==> src/rtl/slot_arb_pkg.sv <==
package slot_arb_pkg;

  typedef enum logic {
    ST_OPEN = 1'b0,
    ST_HELD = 1'b1
  } arb_state_e;

  // Bit offset of slot j (0 = first visited) inside a table word
  function automatic int field_lsb(input int word_w, input int field_w, input int j);
    return word_w - (j + 1) * field_w;
  endfunction

endpackage

==> src/rtl/slot_table.sv <==
module slot_table #(
  parameter int NUM_WORDS      = 4,
  parameter int SLOTS_PER_WORD = 4,
  parameter int FIELD_W        = 8,
  parameter int IDX_W          = 4,
  localparam int WORD_W    = SLOTS_PER_WORD * FIELD_W,
  localparam int NUM_SLOTS = NUM_WORDS * SLOTS_PER_WORD,
  localparam int WADDR_W   = (NUM_WORDS > 1) ? $clog2(NUM_WORDS) : 1
) (
  input  logic                              clk,
  input  logic                              rst,
  input  logic                              wr_en,
  input  logic [WADDR_W-1:0]                wr_addr,
  input  logic [WORD_W-1:0]                 wr_data,
  output logic [NUM_SLOTS-1:0]              slot_on,
  output logic [NUM_SLOTS-1:0][IDX_W-1:0]   slot_owner
);
  import slot_arb_pkg::*;

  localparam int ON_BIT = FIELD_W - 1;

  // Bits between the owner index and the switch bit carry no meaning
  logic [NUM_SLOTS-1:0][FIELD_W-1:0] field_view;
  logic spare_field_bits_unused;

  for (genvar w = 0; w < NUM_WORDS; w++) begin : g_word
    logic hit_word;
    assign hit_word = wr_en && (wr_addr == WADDR_W'(w));

    for (genvar j = 0; j < SLOTS_PER_WORD; j++) begin : g_slot
      localparam int SLOT = w * SLOTS_PER_WORD + j;
      localparam int LSB  = field_lsb(WORD_W, FIELD_W, j);

      assign field_view[SLOT] = wr_data[LSB +: FIELD_W];

      always_ff @(posedge clk) begin
        if (rst) begin
          slot_on[SLOT]    <= 1'b0;
          slot_owner[SLOT] <= '0;
        end else if (hit_word) begin
          slot_on[SLOT]    <= field_view[SLOT][ON_BIT];
          slot_owner[SLOT] <= field_view[SLOT][IDX_W-1:0];
        end
      end
    end
  end

  assign spare_field_bits_unused = ^field_view;

  // table comes out of reset fully switched off
  AST_TABLE_CLEAR: assert property (@(posedge clk) $past(rst) |-> slot_on == '0);

endmodule

==> src/rtl/slot_search.sv <==
module slot_search #(
  parameter int NUM_SLOTS   = 16,
  parameter int NUM_MASTERS = 8,
  parameter int IDX_W       = 4,
  localparam int PTR_W  = $clog2(NUM_SLOTS),
  localparam int MIDX_W = (NUM_MASTERS > 1) ? $clog2(NUM_MASTERS) : 1
) (
  input  logic                             clk,
  input  logic                             rst,
  input  logic [PTR_W-1:0]                 start_ptr,
  input  logic [NUM_SLOTS-1:0]             slot_on,
  input  logic [NUM_SLOTS-1:0][IDX_W-1:0]  slot_owner,
  input  logic [NUM_MASTERS-1:0]           req,
  output logic                             pick_found,
  output logic [PTR_W-1:0]                 pick_slot,
  output logic [MIDX_W-1:0]                pick_master
);

  // A slot is eligible when switched on, naming a real master that requests
  logic [NUM_SLOTS-1:0] eligible;

  for (genvar s = 0; s < NUM_SLOTS; s++) begin : g_elig
    logic owner_ok;
    logic owner_req;
    assign owner_ok  = slot_owner[s] < IDX_W'(NUM_MASTERS);
    always_comb begin
      owner_req = 1'b0;
      for (int m = 0; m < NUM_MASTERS; m++) begin
        if (slot_owner[s] == IDX_W'(m)) owner_req = req[m];
      end
    end
    assign eligible[s] = slot_on[s] && owner_ok && owner_req;
  end

  // Rotating first-hit search: scan offsets high to low so the lowest wins
  always_comb begin
    logic [PTR_W-1:0] cand;
    cand       = '0;
    pick_found = 1'b0;
    pick_slot  = '0;
    for (int i = NUM_SLOTS - 1; i >= 0; i--) begin
      cand = start_ptr + PTR_W'(i);
      if (eligible[cand]) begin
        pick_found = 1'b1;
        pick_slot  = cand;
      end
    end
  end

  assign pick_master = slot_owner[pick_slot][MIDX_W-1:0];

  // a pick always lands on a switched-on slot
  AST_PICK_ON: assert property (@(posedge clk) disable iff (rst)
    pick_found |-> slot_on[pick_slot]);

  // a pick never names a master index outside the supported range
  AST_PICK_RANGE: assert property (@(posedge clk) disable iff (rst)
    pick_found |-> slot_owner[pick_slot] < IDX_W'(NUM_MASTERS));

endmodule

==> src/rtl/grant_ctrl.sv <==
module grant_ctrl #(
  parameter int NUM_SLOTS   = 16,
  parameter int NUM_MASTERS = 8,
  localparam int PTR_W  = $clog2(NUM_SLOTS),
  localparam int MIDX_W = (NUM_MASTERS > 1) ? $clog2(NUM_MASTERS) : 1
) (
  input  logic                   clk,
  input  logic                   rst,
  input  logic                   pick_found,
  input  logic [PTR_W-1:0]       pick_slot,
  input  logic [MIDX_W-1:0]      pick_master,
  input  logic                   xfer_done,
  output logic [PTR_W-1:0]       start_ptr,
  output logic [NUM_MASTERS-1:0] gnt,
  output logic                   gnt_valid,
  output logic [PTR_W-1:0]       gnt_slot
);
  import slot_arb_pkg::*;

  arb_state_e state_q;
  logic [NUM_MASTERS-1:0] pick_onehot;

  always_comb begin
    pick_onehot = '0;
    for (int m = 0; m < NUM_MASTERS; m++) begin
      if (pick_master == MIDX_W'(m)) pick_onehot[m] = 1'b1;
    end
  end

  always_ff @(posedge clk) begin
    if (rst) begin
      state_q   <= ST_OPEN;
      start_ptr <= '0;
      gnt       <= '0;
      gnt_valid <= 1'b0;
      gnt_slot  <= '0;
    end else begin
      case (state_q)
        ST_OPEN: begin
          if (pick_found) begin
            state_q   <= ST_HELD;
            gnt       <= pick_onehot;
            gnt_valid <= 1'b1;
            gnt_slot  <= pick_slot;
          end
        end
        ST_HELD: begin
          if (xfer_done) begin
            state_q   <= ST_OPEN;
            gnt       <= '0;
            gnt_valid <= 1'b0;
            start_ptr <= gnt_slot + PTR_W'(1);
          end
        end
        default: state_q <= ST_OPEN;
      endcase
    end
  end

  AST_GNT_SHAPE: assert property (@(posedge clk) disable iff (rst)
    gnt_valid |-> $countones(gnt) == 1);

  AST_GNT_IDLE_ZERO: assert property (@(posedge clk) disable iff (rst)
    !gnt_valid |-> gnt == '0);

  AST_GNT_HOLD: assert property (@(posedge clk) disable iff (rst)
    gnt_valid && !xfer_done |=> gnt_valid && $stable(gnt) && $stable(gnt_slot));

  AST_GNT_RELEASE: assert property (@(posedge clk) disable iff (rst)
    gnt_valid && xfer_done |=> !gnt_valid && start_ptr == $past(gnt_slot) + PTR_W'(1));

  AST_PTR_PARKED: assert property (@(posedge clk) disable iff (rst)
    !gnt_valid && !pick_found |=> !gnt_valid && $stable(start_ptr));

endmodule

==> src/rtl/slot_arbiter.sv <==
module slot_arbiter #(
  parameter int NUM_MASTERS    = 8,
  parameter int NUM_WORDS      = 4,
  parameter int SLOTS_PER_WORD = 4,
  parameter int FIELD_W        = 8,
  parameter int IDX_W          = 4,
  localparam int WORD_W    = SLOTS_PER_WORD * FIELD_W,
  localparam int NUM_SLOTS = NUM_WORDS * SLOTS_PER_WORD,
  localparam int PTR_W     = $clog2(NUM_SLOTS),
  localparam int WADDR_W   = (NUM_WORDS > 1) ? $clog2(NUM_WORDS) : 1,
  localparam int MIDX_W    = (NUM_MASTERS > 1) ? $clog2(NUM_MASTERS) : 1
) (
  input  logic                   clk,
  input  logic                   rst,
  input  logic                   cfg_we,
  input  logic [WADDR_W-1:0]     cfg_addr,
  input  logic [WORD_W-1:0]      cfg_wdata,
  input  logic [NUM_MASTERS-1:0] req,
  input  logic                   xfer_done,
  output logic [NUM_MASTERS-1:0] gnt,
  output logic                   gnt_valid,
  output logic [PTR_W-1:0]       gnt_slot
);

  logic [NUM_SLOTS-1:0]            slot_on;
  logic [NUM_SLOTS-1:0][IDX_W-1:0] slot_owner;
  logic [PTR_W-1:0]                start_ptr;
  logic                            pick_found;
  logic [PTR_W-1:0]                pick_slot;
  logic [MIDX_W-1:0]               pick_master;

  slot_table #(
    .NUM_WORDS(NUM_WORDS), .SLOTS_PER_WORD(SLOTS_PER_WORD),
    .FIELD_W(FIELD_W), .IDX_W(IDX_W)
  ) u_table (
    .clk(clk), .rst(rst),
    .wr_en(cfg_we), .wr_addr(cfg_addr), .wr_data(cfg_wdata),
    .slot_on(slot_on), .slot_owner(slot_owner)
  );

  slot_search #(
    .NUM_SLOTS(NUM_SLOTS), .NUM_MASTERS(NUM_MASTERS), .IDX_W(IDX_W)
  ) u_search (
    .clk(clk), .rst(rst),
    .start_ptr(start_ptr), .slot_on(slot_on), .slot_owner(slot_owner),
    .req(req),
    .pick_found(pick_found), .pick_slot(pick_slot), .pick_master(pick_master)
  );

  grant_ctrl #(
    .NUM_SLOTS(NUM_SLOTS), .NUM_MASTERS(NUM_MASTERS)
  ) u_ctrl (
    .clk(clk), .rst(rst),
    .pick_found(pick_found), .pick_slot(pick_slot), .pick_master(pick_master),
    .xfer_done(xfer_done),
    .start_ptr(start_ptr),
    .gnt(gnt), .gnt_valid(gnt_valid), .gnt_slot(gnt_slot)
  );

  // a fresh grant goes only to a master that was requesting
  AST_GNT_TO_REQ: assert property (@(posedge clk) disable iff (rst)
    $rose(gnt_valid) |-> ($past(req) & gnt) != '0);

endmodule

==> config.mk <==
export PLATFORM = sky130hd
export DESIGN_NAME = slot_arbiter
export DESIGN_NICKNAME = d
export VERILOG_FILES = /design/src/rtl/slot_arb_pkg.sv /design/src/rtl/slot_table.sv /design/src/rtl/slot_search.sv /design/src/rtl/grant_ctrl.sv /design/src/rtl/slot_arbiter.sv
export SDC_FILE = /design/constraint.sdc
export NUM_CORES = 1
export LEC_CHECK = 0
export ABC_AREA = 1
export BUFFER_PORTS_ARGS = -buffer_cell sky130_fd_sc_hd__buf_2
export CORE_MARGIN = 4
export CORE_UTILIZATION = 35
export CTS_CLUSTER_DIAMETER = 120
export DETAILED_ROUTE_END_ITERATION = 6
export SETUP_SLACK_MARGIN = 0.4
export SLEW_MARGIN = 20
export SYNTH_ARGS = -nofsm -noshare
export SYNTH_HDL_FRONTEND = slang
export SYNTH_SLANG_ARGS = --single-unit
==> constraint.sdc <==
create_clock -name clk -period 3.6 [get_ports clk]
set_clock_uncertainty 0.1 [all_clocks]
set_input_delay 0.54 -clock clk [delete_from_list [all_inputs] [get_ports clk]]
set_output_delay 0.54 -clock clk [all_outputs]
set_load 0.05 [all_outputs]
==> metrics, run 1 <==
DP Worst Slack -447 ps; critical path peak fanout 11; drt drc 0; Max Cap Viol 0; placer congestion estimate 0.935; # IOs 59; dpl hpwl 19000 µm; global-route wire length before repair 41700 µm; largest net degree at the start of global routing 45; Pleak 4.58 nW; Setup crit end kind flip-flop; CP Buf/Inv Count 4; area fraction of the dominant cell type after synthesis 26.2%; Final Cell Area 0.00950 mm²; asr flop ratio synth 0%; Syn Area/Cell 5.87 µm²; Most Frequent Cell on Critical Path nand2_1; CP top delay family simple AND/OR/NAND/NOR gates; crit-path max cell delay 370 ps; worst slew pin tran 913 ps; CP arrival 3830 ps; Rel. slew slack 39.0%; Synth Instances 1277; Placement Rows 53; CTS tree done; Synth cell types 32; area of the multi-input gates 0.00498 mm²; WHS 349 ps; R2R cell count 33; Final Hold Fails 0; failing checks negative setup slack; Post-Syn Nets 1331; area grow syn2layout 26.8%; Fillers 2196; full die area 0.0238 mm²; Die W 154 µm; post-layout util 45.2%; 1st-pass router iterations 6; Via density 5.14; number of synthesized flops with an enable pin 0; H-tree level count 3; RSZ-0062 raised after global routing true; register bit count reported by yosys 98; beginning of the critical path u_ctrl.start_ptr[1]; GRT Total Usage 21.6%; clk buf depth 2; PD cells 534 mW/mm²; share of post-route cells with drive strength above 1 24.3%; most common cell in the netlist nand2_1; peak supply drop 0.350 mV; vias in the first global route 8182; CP Depth 33; Register Area 0.00199 mm²; DRT antenna net count 0; critical path type reg -> reg; initial core utilization 35.7%; global route total overflow 0; Detailed Route Iter0 Violations 674; Final Cycle Share 101%; final setup margin -40.9 ps; Post-Place Cell Area 0.00871 mm²; area leader, netlist dfxtp_1; Worst-path clk slew 70 ps; Setup crit start kind flip-flop; Setup violations, final 8; CTS Hold Bufs 0; Post-synth top cells 454 x nand2_1, 200 x nand3_1, 108 x a21oi_1, 99 x inv_1, 98 x dfxtp_1; R2R Setup Slk -40 ps; Worst Setup EP u_ctrl.gnt[6]; initial antenna violation count 0; cts bufs inserted 9; clk sinks 98; Final TNS setup -240 ps; synth top area cells dfxtp_1 26%, nand2_1 23%, nand3_1 13%; Die Span Y 154 µm; via count 8683; Diodes inserted 0; CTS Root Cell clkbuf_16; CP max stage cell dfxtp_4; Post-Syn Area 0.00749 mm²; Post-Route WL 25700 µm; Skew-Pair Late Insertion Delay 350 ps; wire per inst 15.2 µm; Nets 1465; FF-to-FF Start u_ctrl.start_ptr[1]; pins over their slew limit 0; Hold WC Path Type reg -> reg; ys flop type dfxtp_1; synth warn 0; input/output buffers 46; Final min period 3640 ps; register area share after synthesis 26.2%; critical path required time 3790 ps; FMAX 275 MHz; status finished with violations; core box area 0.0210 mm²; Critical R2R Capture u_ctrl.gnt[6]
## routing by layer
metal  GRT usage, %  vias up  part of all wire, %
met3           2.15       82                  5.2
met4           11.7        0                  5.6
met5              0        -                    0
met1           27.7     3907                   43
met2           35.5      295                   47
li1               -     4399                    -
## kinds of logic (layout without fill, tap and decap cells)
kind of cell	count (synthesis)	in the layout	share of synthesized area [%]
AOI/OAI and AO/OA	207	207	14.3
adders and majority gates	8	8	1.34
xor gates and xnor gates	9	9	1.25
DFF	98	98	26.2
buffers and inverters	178	316	11.7
and+or+nand+nor	777	777	45.3
## worst min-delay path, delay by kind of cell (launching register included)
kind / cells / cell delay [ps]
buffers and inverters: 1 / 50
flip-flops: 1 / 310
AO/OA/AOI/OAI: 1 / 50
## cell type report
type                    instances  share of cell area, %
multi-input cells            1001                   52.4
clock inverters                 6                  0.527
inverters                     117                   4.77
clock buffers                   9                   2.37
repair inverters                1                 0.0790
repair buffers                183                   15.3
well taps                     275                   3.62
flip-flops and latches         98                   20.9
## power by group
group	switching [W]	total [W]	internal, W
Combinational	0.00178	0.00293	0.00115
Sequential	0.0000627	0.00123	0.00117
Clock	0.000440	0.000913	0.000472
Total	0.00228	0.00507	0.00279
## how the worst min path moves through the flow
stage / start / slack, ps / end / cells after the start
2_1_floorplan: u_table.slot_owner[51] / 320 / u_table.slot_owner[51] / 2
3_3_place_gp: u_table.slot_owner[59] / 330 / u_table.slot_owner[59] / 2
3_5_place_dp: u_table.slot_owner[59] / 340 / u_table.slot_owner[59] / 2
4_1_cts: u_table.slot_owner[59] / 350 / u_table.slot_owner[59] / 2
5_1_grt: u_table.slot_owner[51] / 380 / u_table.slot_owner[51] / 2
6_report: u_table.slot_owner[55] / 350 / u_table.slot_owner[55] / 2
## metrics by stage
step                      power (W)  instances
final                       0.00507       1690
after global routing        0.00545       1690
after floorplan             0.00303       1277
after CTS                   0.00503       1688
after detailed placement    0.00387       1654
after global placement      0.00384       1654
## sequential cells by signal (all words and copies together), names as in the netlist
| name | cells |
|---|---|
| u_table.slot_on | 16 |
| u_ctrl.gnt | 8 |
| u_ctrl.gnt_valid | 1 |
| u_ctrl.start_ptr | 4 |
| u_table.slot_owner | 64 |
| u_ctrl.state_q | 1 |
| u_ctrl.gnt_slot | 4 |
## what timing repair did
item,CTS,global route
buffers inserted,17,2
setup endpoints to repair,13,14
pin swaps,7,7
gates cloned,2,0
gates resized for setup,64,27
## cell usage in the layout, fill, tap and decap left out, types with 5 or more instances in the layout
cell type and count:
buf_12 14, a21oi_1 108, a21oi_2 5, nor2_1 76, buf_2 46, inv_2 20
buf_4 121, nand3_1 161, dfxtp_1 85, inv_1 90, ha_1 7, o21ai_0 90
dfxtp_2 10, nand2_2 23, nand2_1 438, clkinvlp_4 5, xor2_1 5, clkbuf_16 9
nand2_4 7, nand3_2 60
Power figures use the tool's default switching activity.
==> run 2: changes to the inputs <==
--- a/config.mk
+++ b/config.mk
@@ -11,6 +11,7 @@
 export CORE_UTILIZATION = 35
 export CTS_CLUSTER_DIAMETER = 120
 export DETAILED_ROUTE_END_ITERATION = 6
+export PLACE_DENSITY = 0.5
 export SETUP_SLACK_MARGIN = 0.4
 export SLEW_MARGIN = 20
 export SYNTH_ARGS = -nofsm -noshare
==> constraint.sdc (replaced) <==
create_clock -name clk -period 3.2 [get_ports clk]
set_clock_uncertainty 0.1 [all_clocks]
set_input_delay 0.48 -clock clk [delete_from_list [all_inputs] [get_ports clk]]
set_output_delay 0.48 -clock clk [all_outputs]
set_load 0.05 [all_outputs]
==> run 2 against run 1 <==
  * The flow still finishes with violations (negative setup slack)
  * Sequential power up 13%
  * Routed wire length is 16% higher
  * Die area did not move
  * Cell area increased by 17%
  * Critical path depth fell by 2
  * Clock power is 29% higher
  * First-iteration DRC count shrank 11%
  * Sequential cell count unchanged
  * Critical path type unchanged
  * Critical endpoint is now u_ctrl.gnt[0]
  * Highest routed layer unchanged
==> metrics, run 2 (synthesis gave the netlist of run 1 again) <==
PD cells 591 mW/mm² (was 534 mW/mm²); CTS tree done (unchanged); H-tree level count 3 (unchanged); critical path required time 3390 ps (was 3790 ps); wire per inst 16.3 µm (was 15.2 µm); 1st-pass router iterations 5 (was 6); FMAX 269 MHz (was 275 MHz); Die Span Y 154 µm (unchanged); Die W 154 µm (unchanged); placer congestion estimate 0.979 (was 0.935); Rel. slew slack 66.6% (was 39.0%); Hold WC Path Type in -> reg (was reg -> reg); full die area 0.0238 mm² (unchanged); Final Cycle Share 116% (was 101%); Final TNS setup -4300 ps (was -240 ps); crit-path max cell delay 360 ps (was 370 ps); RSZ-0062 raised after global routing true (unchanged); core box area 0.0210 mm² (unchanged); global-route wire length before repair 46300 µm (was 41700 µm); Max Cap Viol 0 (unchanged); critical path type reg -> reg (unchanged); CP arrival 3910 ps (was 3830 ps); vias in the first global route 8569 (was 8182); Via density 5.05 (was 5.14); largest net degree at the start of global routing 41 (was 45); Regs by FF count u_table.slot_owner: 64 flops, u_table.slot_on: 16 flops, u_ctrl.gnt: 8 flops (unchanged); Most Frequent Cell on Critical Path nand2_1 (unchanged); Post-Route WL 29700 µm (was 25700 µm); CP max stage cell dfxtp_2 (was dfxtp_4); share of post-route cells with drive strength above 1 36.6% (was 24.3%); Final min period 3720 ps (was 3640 ps); Diodes inserted 0 (unchanged); global route total overflow 0 (unchanged); Nets 1599 (was 1465); Setup violations, final 14 (was 8); drt drc 0 (unchanged); CP Buf/Inv Count 5 (was 4); cts bufs inserted 9 (unchanged); initial antenna violation count 0 (unchanged); critical path peak fanout 5 (was 11); input/output buffers 46 (unchanged); Most flops, register u_table.slot_owner (unchanged); Pleak 5.35 nW (was 4.58 nW); Placement Rows 53 (unchanged); post-layout util 53.1% (was 45.2%); pins over their slew limit 0 (unchanged); Skew-Pair Late Insertion Delay 360 ps (was 350 ps); CP top delay family simple AND/OR/NAND/NOR gates (unchanged); via count 9214 (was 8683); Fillers 2096 (was 2196); peak supply drop 0.297 mV (was 0.350 mV); Setup crit end kind flip-flop (unchanged); most frequent cells in the layout 386 x nand2_1, 241 x buf_4, 146 x nand3_1, 105 x a21oi_1, 87 x inv_1 (was 438 x nand2_1, 161 x nand3_1, 121 x buf_4, 108 x a21oi_1); final setup margin -520 ps (was -40.9 ps); most common cell after layout, fill and taps aside nand2_1 (unchanged); DRT antenna net count 0 (unchanged); CTS Root Cell clkbuf_16 (unchanged); Setup crit start kind flip-flop (unchanged); CTS Hold Bufs 0 (unchanged); clk buf depth 2 (unchanged); area grow syn2layout 49.0% (was 26.8%); dpl hpwl 21900 µm (was 19000 µm); # IOs 59 (unchanged); worst slew pin tran 500 ps (was 913 ps); initial core utilization 35.7% (unchanged); clk sinks 98 (unchanged); max FFs per register 64 (unchanged); Register Area 0.00200 mm² (was 0.00199 mm²); status finished with violations (unchanged); Final Hold Fails 0 (unchanged); failing checks negative setup slack (unchanged); Detailed Route Iter0 Violations 597 (was 674); Worst-path clk slew 70 ps (about the same); area of the multi-input gates 0.00545 mm² (was 0.00498 mm²); GRT Total Usage 24.2% (was 21.6%)
run 2: per-layer routing:
metal,part of all wire [%],GRT usage [%]
met5,0,0
met4,3.7,8.49
met3,4.5,2.32
met2,48,41.8
met1,43,31.5
run 2: path summary, 6_finish.rpt:
check                               from                endpoint  slack, ps  depth (start not counted)
hold / removal             cfg_wdata[19]  u_table.slot_owner[23]        300                          3
setup / recovery     u_ctrl.start_ptr[1]           u_ctrl.gnt[0]       -520                         31
setup reg to reg     u_ctrl.start_ptr[1]           u_ctrl.gnt[0]       -520                         31
hold reg to reg   u_table.slot_owner[63]  u_table.slot_owner[63]        350                          2
run 2: report_power, final:
part | internal (W) | switching, W | total (W) | leakage (nW)
Clock | 0.000631 | 0.000547 | 0.00118 | 0.156
Sequential | 0.00132 | 0.0000767 | 0.00139 | 0.812
Combinational | 0.00169 | 0.00233 | 0.00402 | 4.38
Total | 0.00364 | 0.00295 | 0.00660 | 5.35
run 2: repair_timing:
action,CTS,global route
endpoints found under the setup margin,14,14
cloned,2,5
resized for setup,70,165
buffers inserted,8,13
pin swaps,4,52
run 2: layout make-up:
class,instances,area share (%)
well taps,275,3.08
flip-flops and latches,98,17.9
repair inverters,1,0.0672
clock buffers,9,2.02
repair buffers,317,23.2
inverters,117,4.10
clock inverters,7,0.807
multi-input cells,1001,48.8
run 2: stage by stage:
step / total power, W / instance area (µm²) / std cells / hold WS [ps] / setup slack, ps
after detailed placement: 0.00453 / 9690 / 1781 / 335 / -805
after global routing: 0.00702 / 11200 / 1825 / 314 / -807
final: 0.00660 / 11200 / 1825 / 304 / -520
after global placement: 0.00454 / 9690 / 1781 / 331 / -799
after floorplan: 0.00341 / 7570 / 1277 / 324 / -59.5
after CTS: 0.00599 / 10400 / 1807 / 300 / -392
run 2: worst register-to-register path: cells and delay by family, from the launching register on:
family | cells | cell delay, ps
flip-flops | 1 | 360
AND/OR/NAND/NOR | 23 | 1800
buffers and inverters | 5 | 740
adder cells (fa/ha/maj) | 1 | 300
AO/OA/AOI/OAI | 2 | 350
==> run 3: changes to the inputs <==
--- a/config.mk
+++ b/config.mk
@@ -11,7 +11,7 @@
 export CORE_UTILIZATION = 35
 export CTS_CLUSTER_DIAMETER = 120
 export DETAILED_ROUTE_END_ITERATION = 6
-export PLACE_DENSITY = 0.5
+export PLACE_DENSITY = 0.48
 export SETUP_SLACK_MARGIN = 0.4
 export SLEW_MARGIN = 20
 export SYNTH_ARGS = -nofsm -noshare
==> constraint.sdc (replaced) <==
create_clock -name clk -period 4.2 [get_ports clk]
set_clock_uncertainty 0.1 [all_clocks]
set_input_delay 0.63 -clock clk [delete_from_list [all_inputs] [get_ports clk]]
set_output_delay 0.63 -clock clk [all_outputs]
set_load 0.05 [all_outputs]
==> run 3 against run 2 <==
  * Global-route usage down 2.1 points
  * Register-to-register slack better by 1100 ps
  * Sequential power down 24%
  * The flow now finishes without violations
  * Sequential share of layout area up 1.7 points
  * Combinational power down 29%
  * Via count down 7.1%
  * Highest routed layer unchanged
  * Die area unchanged
  * Largest power group unchanged
  * Sequential cell count unchanged
  * First-iteration DRC count up 14%
  * Worst hold slack better by 43 ps
  * Critical path depth up 6
  * Count of clock-buffer cells in the layout up 1
==> metrics, run 3 (synthesis gave the netlist of run 1 again) <==
Skew-Pair Late Insertion Delay 360 ps (about the same); DRT antenna net count 0 (unchanged); initial antenna violation count 0 (unchanged); CP max stage cell a21oi_4 (was dfxtp_2); GRT Total Usage 22.1% (was 24.2%); Detailed Route Iter0 Violations 678 (was 597); vias in the first global route 7645 (was 8569); clk buf depth 2 (unchanged); largest net degree at the start of global routing 46 (was 41); Nets 1436 (was 1599); critical path peak fanout 10 (was 5); peak supply drop 0.215 mV (was 0.297 mV); placer congestion estimate 0.924 (was 0.979); drt drc 0 (unchanged); Hold WC Path Type reg -> reg (was in -> reg); PD cells 477 mW/mm² (was 591 mW/mm²); status finished, final reports clean (was finished with violations); WL met3 1340 µm (about the same); Rel. slew slack 55.9% (was 66.6%); area grow syn2layout 35.2% (was 49.0%); H-tree level count 3 (unchanged); input/output buffers 46 (unchanged); CP arrival 3900 ps (was 3910 ps); Final min period 3700 ps; Post-Route WL 27700 µm (was 29700 µm); Diodes inserted 0 (unchanged); FF-to-FF Start u_ctrl.start_ptr[0] (was u_ctrl.start_ptr[1]); top sig layer met4 (unchanged); critical path required time 4400 ps (was 3390 ps); RSZ-0062 raised after global routing true (unchanged); share of post-route cells with drive strength above 1 33.1% (was 36.6%); Placement Rows 53 (unchanged); HP Start u_table.slot_owner[51] (was cfg_wdata[19]); Final Cycle Share 88.1%; dpl cells 1632 (was 1781); Worst-path clk slew 70 ps (about the same); Setup crit end kind flip-flop (unchanged); crit-path max cell delay 220 ps (was 360 ps); Final Hold Fails 0 (unchanged); Final TNS setup 0 ps (was -4300 ps); dpl hpwl 20400 µm (was 21900 µm); Max Cap Viol 0 (unchanged); Pleak 4.68 nW (was 5.35 nW); Setup violations, final 0 (was 14); max FFs per register 64 (unchanged); wire per inst 16.7 µm (was 16.3 µm); Most flops, register u_table.slot_owner (unchanged); core box area 0.0210 mm² (unchanged); clk sinks 98 (unchanged); Setup crit start kind input port (was flip-flop); critical path type in -> reg (was reg -> reg); Die W 154 µm (unchanged); M1 WL 13000 µm (was 12900 µm); Fillers 2218 (was 2096); FMAX 270 MHz; pins over their slew limit 0 (unchanged); Via density 5.15 (was 5.05); most common cell after layout, fill and taps aside nand2_1 (unchanged); beginning of the critical path req[2] (was u_ctrl.start_ptr[1]); Final Non-Filler Cells 1662 (was 1825); full die area 0.0238 mm² (unchanged); Regs by FF count u_table.slot_owner: 64 flops, u_table.slot_on: 16 flops, u_ctrl.gnt: 8 flops (unchanged); Die Span Y 154 µm (unchanged); met2 WL post-DR 12900 µm (was 14400 µm); most frequent cells in the layout 345 x nand2_1, 124 x nand3_1, 107 x a21oi_1, 100 x nand2_2 (was 386 x nand2_1, 241 x buf_4, 146 x nand3_1, 105 x a21oi_1, 87 x inv_1); global-route wire length before repair 41900 µm (was 46300 µm); global route total overflow 0 (unchanged); via count 8556 (was 9214); cts bufs inserted 9 (unchanged); Most Frequent Cell on Critical Path nand2_1 (unchanged); initial core utilization 35.7% (unchanged); # IOs 59 (unchanged); CTS Root Cell clkbuf_16 (unchanged); CTS tree done (unchanged); 1st-pass router iterations 5 (unchanged); worst slew pin tran 661 ps (was 500 ps)
==> run 3: cell count changes in the layout (fill, tap and decap cells not counted), moves of 4 or more <==
cell and change:
buf_2 -7, buf_4 -163, buf_6 +10, dfxtp_2 +5, dfxtp_4 -6, nand2_1 -41
nand2_2 +34, nand2_4 +7, nand3_1 -22, nand3_2 +28, nand3_4 -6, o21ai_0 +4
==> run 3: per-stage QoR <==
step / cell area, µm² / power [W] / setup slack (ps) / util [%] / hold WS (ps)
global route: 10100 / 0.00514 / 246 / 48.2 / 370
CTS: 8920 / 0.00428 / 401 / 42.4 / 353
global placement: 8510 / 0.00333 / -106 / 40.5 / 336
finish: 10100 / 0.00484 / 500 / 48.2 / 347
floorplan: 7490 / 0.00257 / 646 / - / 324
detailed placement: 8510 / 0.00333 / -123 / 40.5 / 340
==> run 3: power breakdown <==
part / leakage [nW] / switching (W) / internal [W]
Combinational: 3.71 / 0.00176 / 0.00110
Sequential: 0.810 / 0.0000595 / 0.00101
Clock: 0.158 / 0.000417 / 0.000493
Total: 4.68 / 0.00223 / 0.00260
==> run 3: path summary, 6_finish.rpt <==
kind,endpoint,slack (ps),cells past startpoint
hold / removal,u_table.slot_owner[51],350,2
hold reg to reg,u_table.slot_owner[51],350,2
setup / recovery,u_ctrl.gnt[2],500,37
setup reg to reg,u_ctrl.gnt[2],570,32
==> run 3: layout make-up <==
class                      instances  area, µm²  area share (%)
inverter                         117        450            4.44
clock buffer                      10        239            2.36
multi-input combinational       1001       5640            55.6
sequential                        98       1990            19.6
tap                              275        344            3.40
clock inverter                     6       78.8           0.778
timing repair buffer             155       1400            13.8
==> run 3: metal layers <==
metal	track usage, %	up-vias
met5	0	-
met4	5.80	0
met3	2.69	29
met2	35.8	222
met1	31.1	3963
li1	-	4342
==> run 3: critical path, delay by kind of cell <==
kind / cells / cell delay (ps)
AO/OA/AOI/OAI: 1 / 220
AND/OR/NAND/NOR: 32 / 2420
buffers and inverters: 4 / 600
==> run 3: timing repair <==
item                       in CTS  in global routing
hold endpoints to repair        0                  0
buffers inserted                2                  6
cloned                          0                  6
setup endpoints to repair       8                  8
gates resized for setup        18                289
pin swaps                       4                 55
hold buffers                    0                  0
